<file path="config.mk">
export PLATFORM = sky130hd
export DESIGN_NAME = serial_excess3
export DESIGN_NICKNAME = d
export VERILOG_FILES = /design/src/rtl/x3s_pkg.sv /design/src/rtl/x3s_next_state.sv /design/src/rtl/x3s_output.sv /design/src/rtl/x3s_state_reg.sv /design/src/rtl/serial_excess3.sv
export SDC_FILE = /design/constraint.sdc
export NUM_CORES = 1
export LEC_CHECK = 0
export BUFFER_PORTS_ARGS = -buffer_cell sky130_fd_sc_hd__buf_2
export CORE_AREA = 8 8 45 47
export DETAILED_ROUTE_END_ITERATION = 10
export DIE_AREA = 0 0 53 55
export PLACE_DENSITY = 0.3
export SLEW_MARGIN = 20
export SYNTH_ARGS = -nofsm -noshare
export SYNTH_HDL_FRONTEND = slang
export SYNTH_SLANG_ARGS = --single-unit
</file>
<file path="constraint.sdc">
create_clock -name clk -period 1.1 [get_ports clk]
set_input_delay 0.165 -clock clk [delete_from_list [all_inputs] [get_ports clk]]
set_output_delay 0.165 -clock clk [all_outputs]
set_load 0.02 [all_outputs]
</file>
<file path="src/rtl/x3s_pkg.sv">
// Package: shared constants and the state type of the serial Excess-3 converter.
// Assumes: digits are four bits wide and arrive LSB first.
package x3s_pkg;

    localparam int DIGIT_BITS = 4;
    localparam int ADD_VALUE  = 3;
    localparam int STATE_W    = 3;

    // Each state names the bit position to be processed next and whether a
    // carry is pending into it. The encodings are fixed because the reduced
    // next-state and output equations depend on them.
    typedef enum logic [STATE_W-1:0] {
        ST_BIT0        = 3'b000,
        ST_BIT1_PLAIN  = 3'b001,
        ST_BIT1_CARRY  = 3'b011,
        ST_BIT2_PLAIN  = 3'b110,
        ST_BIT2_CARRY  = 3'b100,
        ST_BIT3_PLAIN  = 3'b111,
        ST_BIT3_CARRY  = 3'b101
    } x3s_state_t;

    localparam logic [STATE_W-1:0] UNUSED_CODE = 3'b010;

endpackage

</file>
<file path="src/rtl/x3s_next_state.sv">
// Module: next-state logic of the serial adder.
// Does: picks the following state from the current state and input bit.
// Assumes: the unused code 010 and the non-BCD case (bit 3 with a carry
// and x=1) both lead back to the start state.
module x3s_next_state
    import x3s_pkg::*;
(
    input  logic [STATE_W-1:0] cur_state,
    input  logic               bit_in,
    output logic [STATE_W-1:0] nxt_state
);

    // Transition table: one step of adding three, one bit at a time.
    always_comb begin
        unique case (cur_state)
            ST_BIT0:       nxt_state = bit_in ? ST_BIT1_CARRY : ST_BIT1_PLAIN;
            ST_BIT1_PLAIN: nxt_state = bit_in ? ST_BIT2_CARRY : ST_BIT2_PLAIN;
            ST_BIT1_CARRY: nxt_state = ST_BIT2_CARRY;
            ST_BIT2_PLAIN: nxt_state = ST_BIT3_PLAIN;
            ST_BIT2_CARRY: nxt_state = bit_in ? ST_BIT3_CARRY : ST_BIT3_PLAIN;
            ST_BIT3_PLAIN: nxt_state = ST_BIT0;
            ST_BIT3_CARRY: nxt_state = ST_BIT0;
            default:       nxt_state = ST_BIT0;
        endcase
    end

endmodule

</file>
<file path="src/rtl/x3s_output.sv">
// Module: Mealy output of the serial adder.
// Does: gives the sum bit for the current position. With the fixed encoding,
// state bit 1 is set exactly when the sum bit equals the input bit.
// Assumes: the state encodings of x3s_pkg.
module x3s_output
    import x3s_pkg::*;
(
    input  logic [STATE_W-1:0] cur_state,
    input  logic               bit_in,
    output logic               sum_bit
);

    // Sum bit: copy the input when state bit 1 is set, invert it otherwise.
    always_comb begin
        sum_bit = cur_state[1] ? bit_in : ~bit_in;
    end

endmodule

</file>
<file path="src/rtl/x3s_state_reg.sv">
// Module: state register with synchronous active-low reset.
// Does: stores the converter state. Reset wins over any next-state value.
// Assumes: the reset is synchronous to clk.
module x3s_state_reg
    import x3s_pkg::*;
(
    input  logic               clk,
    input  logic               rst_n,
    input  logic [STATE_W-1:0] d_state,
    output logic [STATE_W-1:0] q_state
);

    // Register: load the next state, or the start state while reset is low.
    always_ff @(posedge clk) begin
        if (!rst_n) q_state <= ST_BIT0;
        else        q_state <= d_state;
    end

    // reset forces the start state on the following cycle.
    a_r5_reset_forces_start: assert property (@(posedge clk)
        !rst_n |=> q_state == ST_BIT0);

endmodule

</file>
<file path="src/rtl/serial_excess3.sv">
// Module: serial BCD to Excess-3 converter (top).
// Does: adds three to each LSB-first four-bit digit on x_in and drives the
// sum bits on z_out in the same cycle (Mealy output).
// Assumes: digits follow back to back. Reset is synchronous and active low.
module serial_excess3
    import x3s_pkg::*;
(
    input  logic clk,
    input  logic rst_n,
    input  logic x_in,
    output logic z_out
);

    logic [STATE_W-1:0] state_q;
    logic [STATE_W-1:0] state_d;

    x3s_next_state u_next (
        .cur_state (state_q),
        .bit_in    (x_in),
        .nxt_state (state_d)
    );

    x3s_state_reg u_reg (
        .clk     (clk),
        .rst_n   (rst_n),
        .d_state (state_d),
        .q_state (state_q)
    );

    x3s_output u_out (
        .cur_state (state_q),
        .bit_in    (x_in),
        .sum_bit   (z_out)
    );

    // Checker counter: bit position within the current digit, counted on its own.
    logic [1:0] chk_pos;
    always_ff @(posedge clk) begin
        if (!rst_n) chk_pos <= '0;
        else        chk_pos <= chk_pos + 2'd1;
    end

    // the start state coincides with bit position 0 of every digit.
    a_r3_frame_aligned: assert property (@(posedge clk) disable iff (!rst_n)
        (chk_pos == 2'd0) == (state_q == ST_BIT0));

    // the unused code is never held after reset.
    a_r6_no_unused_code: assert property (@(posedge clk) disable iff (!rst_n)
        state_q != UNUSED_CODE);

    // both last-bit states return to the start state.
    a_r7_last_bit_returns: assert property (@(posedge clk) disable iff (!rst_n)
        (state_q == ST_BIT3_PLAIN || state_q == ST_BIT3_CARRY) |=> state_q == ST_BIT0);

    // in the start state the output is the inverse of the input.
    a_r1_start_inverts: assert property (@(posedge clk) disable iff (!rst_n)
        (state_q == ST_BIT0) |-> (z_out != x_in));

endmodule

</file>
### After elaboration in Yosys (flattened, before gate mapping)

Index checks and enable logic that the tools add are counted.

| word-level totals | value |
|---|---|
| input bits | 3 |
| output and inout port bits | 1 |
| logic and storage cells | 12 |
| register bits after elaboration | 3 |

| operators by class | value |
|---|---|
| bitwise gates (word level) | 1 |
| muxes and demuxes | 5 |
| equal/unequal tests | 4 |
| reductions and logical operators | 1 |

Operators by type and width:

| kind | count |
|---|---|
| 3-bit case mux with 5 select lines | 1 |
| 3-bit == test, second input constant | 2 |
| 2-bit two-way mux | 3 |
| 3-bit by 1-bit == test with 1-bit output, second input constant | 1 |
| 3-bit by 2-bit == test with 1-bit output, second input constant | 1 |
| 3-bit logical NOT | 1 |
| 1-bit two-way mux | 1 |
| 1-bit NOT | 1 |

### Depth between registers and ports, before layout

Gate-level depths: netlist (run 1).

| logic depth | value |
|---|---|
| depth in word-level cells | 2 |
| depth in mapped cells | 2 |

### Cells and area by module

A second synthesis (run 1) with hierarchy kept.

| second synthesis, totals | value |
|---|---|
| cell total of the unflattened synthesis | 14 |
| area, all modules | 142.6 um2 |

By module, submodules not included:

| module | area each (um2) | cells an instance | times used |
|---|---|---|---|
| x3s_state_reg | 78.8 | 6 | 1 |
| x3s_next_state | 55.1 | 7 | 1 |
| x3s_output | 8.8 | 1 | 1 |

### Worst setup path after synthesis (run 1)

No wires, ideal clock.

| path | value |
|---|---|
| path type | register to output |
| start point | register u_reg.q_state[1] |
| end point | output z_out |
| stages on the path, launching flop included | 2 |
| arrival time | 0.710 ns |
| setup slack | 0.225 ns |
| cells stage by stage | dfxtp_1 xnor2_1 |

| between the ends | value |
|---|---|
| cells in the longest elaborated chain, start to end | 1 |

Ends and longest elaborated chain:

| element | RTL line | RTL |
|---|---|---|
| start: declaration | x3s_state_reg.sv:10 | `output logic [STATE_W-1:0] q_state` |
| start signal: assignment | x3s_state_reg.sv:16 | `else q_state <= d_state;` |
| 1-bit two-way mux | x3s_output.sv:15 | `sum_bit = cur_state[1] ? bit_in : ~bit_in;` |
| end: declaration | serial_excess3.sv:11 | `output logic z_out` |

No other way between the ends.

### Final worst setup path (run 1)

Ends and elaborated chain as after synthesis.

==> results.yml, run 1 <==
cts:
  root_buffer: "clkbuf_4"
  htreeDepth: 1
  ctsLongestPathBuffers: 2
  numCtsBuffers: 3
  cts_tree: "built"
  numClockSinks: 3
  cts-hold-fix-buffers: 0
  clock_latency_ps: 230
  path_clk_slew_ps: 40
critical_path:
  crit_type: "flip-flop to primary output"
  r2r_end: "u_reg.q_state[1]$_SDFF_PN0_"
  cp-end-kind: "primary output"
  crit_path_start: "u_reg.q_state[1]$_SDFF_PN0_"
  critical_path.startpoint_type: "flip-flop"
  crit_arrival_ps: 880
  cp.required_ps: 940
  cp_max_fo: 4
  rr_worst_depth: 2
  timing.reg2reg.setup_slack_ps: 190
  r2r_start: "u_reg.q_state[1]$_SDFF_PN0_"
final_layout:
  fillers: 157
  diodes: 0
  most-common-layout-cells: "3 x clkbuf_4, 2 x nor2b_1, 2 x nor3b_1, 2 x buf_2, 2 x dfxtp_1"
  largest_reg_flops: 3
  area_delta_synth_final_pct: 46.8
  layout_commonest_cell: "clkbuf_4"
  top_register: "u_reg.q_state"
  seq_area_um2: 61.3
  layout-drive-gt1-share_pct: 40.0
  top_regs: "u_reg.q_state x3"
  nNetsFinal: 24
  multiInputGateArea_um2: 78.8
  fin_area_um2: 204
pwr:
  power_leakage_uw: 0.0000818
  power_density_nw_per_um2: 2090
  ir_worst_vdd_mv: 0.445
job:
  cap_violations: 0
sta:
  max-slew-margin-rel_pct: 88.6
  finalSetupTns_ps: 0
  rsz0062_at_grt: "false"
  fin_crit_ps: 1040
  fin_skew_ps: 0.394
  final_hold_viol_count: 0
  setup_viol: 0
  max_slew.worst_pin.slew_ps: 171
  period_share_pct: 94.7
  fmax_mhz: 959
  report.final.slew_viol_count: 0
floorplan:
  die_w_um: 53
  num_rows: 14
  dieArea_um2: 2920
  io_pins: 4
  core_area_um2: 1380
  start_util_pct: 10.0
  dieHeight_um: 55
synthesis:
  synth_area_leaders: "dfxtp_1 43%, nor3b_1 11%, nor2b_1 9.0%"
  syn_nets: 16
  seq_area_frac_synth_pct: 43.2
  netlist_area_um2: 139
  yosys.cell_types.count: 9
  yosysTopAreaCellShare_pct: 43.2
  avgSynthCellArea_um2: 10.7
  synth_seq_cells: 3
  syn_inst: 13
  synth_top_area_cell: "dfxtp_1"
  ys_warn_count: 0
global_route:
  grt_usage_pct: 2.73
  grt_max_degree: 5
  antenna_found_initial: 0
  grt_pass1_wl_um: 476
  grt_remaining_overflow: 0
  grt_pass1_vias: 119
worst_hold_path:
  hp-start: "rst_n"
  hold_end: "u_reg.q_state[2]$_SDFF_PN0_"
  hp-class: "input pin to flip-flop"
  hold_path_depth: 2
route:
  wire_per_inst_um: 8.33
  drt_iter0_drc: 1
  routed_wirelength_um: 300
  dr_total_vias: 113
  viasPerCell: 3.14
  ant_nets: 0
  drc: 0
  drtPass1Iterations: 2
outcome:
  outcome: "finished, final reports clean"
placed_design:
  port_buffers: 3
  dpl-instance-area_um2: 174
  place_congestion: 0.585
power by group:
group	internal (µW)	leakage, µW	total (µW)	switching, µW
registers	131	0.0000252	152	20.9
logic	48.1	0.0000416	84.5	36.4
clock network	136	0.0000150	189	53.7
total	314	0.0000818	426	111
metrics by stage:
step                std cells  setup slack, ps  util [%]  hold WS [ps]  total power [µW]
floorplan                  13              225         -           283               205
global placement           32              196      12.6           417               227
detailed placement         32              188      12.6           430               230
CTS                        36             2.35      14.5           186               434
global route               36             6.57      14.7           205               457
finish                     36             57.8      14.7           194               426
worst max-delay path by stage:
stage,endpoint,slack (ps),cells after the start
finish,z_out,60,2
global route,z_out,7,2
CTS,z_out,2,2
detailed placement,u_reg.q_state[1]$_SDFF_PN0_,190,2
global placement,u_reg.q_state[1]$_SDFF_PN0_,200,2
floorplan,z_out,230,1
routing by layer:
layer | GRT usage, % | vias up | wire length (µm)
met5 | 0 | - | 0
met4 | 6.47 | 0 | 0
met3 | 1.60 | 0 | 37
met2 | 2.34 | 4 | 111
met1 | 2.58 | 50 | 150
li1 | - | 59 | -
critical path, stage by stage (launching register included):
cell	delay, ps
dfxtp_2	330
xnor2_1	160
buf_4	160
repair_timing:
item / CTS / global route
resized for setup: 0 / 2
buffers inserted: 0 / 0
setup endpoints to repair: 0 / 1
area by class of cell:
cell class / instances / area share [%]
clock buffers: 4 / 12.9
repair buffers: 3 / 8.59
well taps: 16 / 9.82
multi-input cells: 10 / 38.7
flip-flops and latches: 3 / 30.1
Yosys cell counts, drive strengths merged:
master and n:
dfxtp 3, nor2b 3, nor3b 2, a32o 1
o21a 1, or2b 1, xnor2 1, xor2 1
logic make-up (layout without fill, tap and decap cells):
kind of cell           Yosys count  in the layout  share of synthesized area, %
AND/OR/NAND/NOR                  6              6                          31.5
flip-flops                       3              3                          43.2
AO/OA/AOI/OAI                    2              2                          12.6
XOR/XNOR                         2              2                          12.6
buffers and inverters            0              7                             0
Power figures use the tool's default switching activity.
==> inputs of run 2 (changes only) <==
RECOVER_POWER = 50   (was unset)
SYNTH_HIERARCHICAL = 1   (was unset)
==> run 2 against run 1 <==
  * Final cell count rose by 2.8%
  * Largest power group unchanged
  * Power rose by 10%
  * Critical endpoint unchanged
  * Critical path type unchanged
  * Highest routed layer unchanged
  * Core utilization rose by 0.27 points
  * Worst setup slack improved by 7.2 ps
  * Clock power barely moved
  * Global-route usage rose by 0.38 points
==> results.yml, run 2 <==
placed_design:
  dp.cells: 33
  port_buffers: 3
  place_congestion: 0.576
sta:
  final_hold_viol_count: 0
  report.final.slew_viol_count: 0
  max-slew-margin-rel_pct: 86.4
  fmax_mhz: 966
  period_share_pct: 94.1
  rsz0062_at_grt: "false"
  fin_crit_ps: 1040
  max_slew.worst_pin.slew_ps: 204
  finalSetupTns_ps: 0
  setup_viol: 0
  fin_skew_ps: 0.859
floorplan:
  core_area_um2: 1380
  die_w_um: 53
  start_util_pct: 10.3
  num_rows: 14
  dieHeight_um: 55
  dieArea_um2: 2920
  io_pins: 4
cts:
  ctsLongestPathBuffers: 2
  cts-hold-fix-buffers: 0
  clock_latency_ps: 230
  path_clk_slew_ps: 40
  post_cts.repair.setup_buffers: 0
  cts_tree: "built"
  numCtsBuffers: 3
  root_buffer: "clkbuf_4"
  numClockSinks: 3
  htreeDepth: 1
route:
  routed_wirelength_um: 298
  drt_iter0_drc: 0
  viasPerCell: 2.92
  ant_nets: 0
  drtPass1Iterations: 1
  dr_total_vias: 108
  wire_per_inst_um: 8.05
  drc: 0
final_layout:
  diodes: 0
  layout.cells.non_filler: 37
  most-common-layout-cells: "3 x clkbuf_4, 2 x buf_2, 2 x xnor2_1, 2 x and2_1, 2 x dfxtp_1"
  top_regs: "u_reg/q_state x3"
  nNetsFinal: 25
  largest_reg_flops: 3
  top_register: "u_reg/q_state"
  layout-drive-gt1-share_pct: 38.1
  area_delta_synth_final_pct: 45.6
  fillers: 155
  layout_commonest_cell: "clkbuf_4"
  post-route-util_pct: 15.0
global_route:
  grt_pass1_vias: 146
  grt_usage_pct: 3.11
  grt_pass1_wl_um: 565
  grt_max_degree: 5
  grt_remaining_overflow: 0
  antenna_found_initial: 0
synthesis:
  avgSynthCellArea_um2: 10.2
  synthArstFlopShare_pct: 0
  synth_area_leaders: "dfxtp_1 42%, and2_1 13%, xnor2_1 12%"
  synthAdderAreaFrac_pct: 0
  syn_nets: 17
  synth_top_family_by_area: "simple AND/OR/NAND/NOR gates"
  synth_edf_count: 0
  seq_area_frac_synth_pct: 42.1
  netlist_area_um2: 143
  yosys.cell_types.count: 9
  ys_warn_count: 6
  synth_seq_cells: 3
  synth-simple-area-share_pct: 21.9
  yosysTopAreaCellShare_pct: 42.1
  synthMuxAreaShare_pct: 0
  synth_top_area_cell: "dfxtp_1"
  synth_common_cells: "3 x and2_1, 3 x dfxtp_1, 2 x xnor2_1"
  synth_compound_area_share_pct: 14.9
  syn_inst: 14
  ys.flop_type: "dfxtp_1"
  synth_xor_area_share_pct: 18.4
worst_hold_path:
  hp-class: "input pin to flip-flop"
critical_path:
  crit_arrival_ps: 870
  cp-end-kind: "primary output"
  cp.required_ps: 940
  cp_max_fo: 4
  critical_path.startpoint_type: "flip-flop"
  crit_type: "flip-flop to primary output"
pwr:
  ir_worst_vdd_mv: 0.557
  power_leakage_uw: 0.0000816
  power_density_nw_per_um2: 2260
job:
  cap_violations: 0
outcome:
  outcome: "finished, final reports clean"
[run 2: cell types whose count changed after synthesis, sizes merged]
cell    previous run  this run
o21a               1         0
and2               0         3
inv                0         1
a32o               1         0
xnor2              1         2
nor2b              3         1
or2b               1         0
a21oi              0         1
nand2b             0         1
nor3b              2         0
o32ai              0         1
[run 2: cell families (layout without fill, tap and decap cells)]
kind of cell / count (synthesis) / in the layout
and+or+nand+nor: 5 / 5
xor gates and xnor gates: 3 / 3
DFF: 3 / 3
AOI/OAI and AO/OA: 2 / 2
buffers and inverters: 1 / 8
[run 2: final timing paths]
path / to / slack, ps / from / depth (start not counted)
min: u_reg/q_state[2]$_SDFF_PN0_ / 160 / rst_n / 2
max reg2reg: u_reg/q_state[1]$_SDFF_PN0_ / 210 / u_reg/q_state[0]$_SDFF_PN0_ / 3
min reg2reg: u_reg/q_state[0]$_SDFF_PN0_ / 600 / u_reg/q_state[0]$_SDFF_PN0_ / 2
max: z_out / 60 / u_reg/q_state[1]$_SDFF_PN0_ / 2
[run 2: layout make-up]
class	instances	area (µm²)	share of cell area, %
Tap cell	16	20.0	9.64
Sequential cell	3	61.3	29.5
Inverter	1	3.75	1.81
Timing Repair Buffer	3	17.5	8.43
Multi-Input combinational cell	10	78.8	38.0
Clock buffer	4	26.3	12.7
[run 2: routing by layer]
metal	track usage [%]	share of wire, %	vias to the layer above
li1	-	-	58
met3	1.87	11	0
met2	3.32	43	4
met4	6.47	0	0
met5	0	0	-
met1	2.73	45	46
[run 2: report_power, final]
part           switching, µW  internal, µW
logic                   47.7          64.4
registers               29.9           135
clock network           56.2           136
total                    134           335
[run 2: critical path, cell delays in order, from the launching register on]
cell and delay, ps:
dfxtp_2 360, xnor2_1 120, buf_4 160
[run 2: metrics by stage]
stage / instance area [µm²] / setup slack [ps] / hold WS [ps] / power [µW]
floorplan: 143 / 208 / 287 / 241
global placement: 178 / 224 / 387 / 266
detailed placement: 178 / 219 / 397 / 270
CTS: 205 / 40.6 / 147 / 478
global route: 208 / 0.578 / 167 / 515
finish: 208 / 64.9 / 158 / 469
[run 2: what timing repair did]
item / CTS / global route
pin swaps: 0 / 1
endpoints found under the setup margin: 1 / 1
resized for setup: 1 / 1
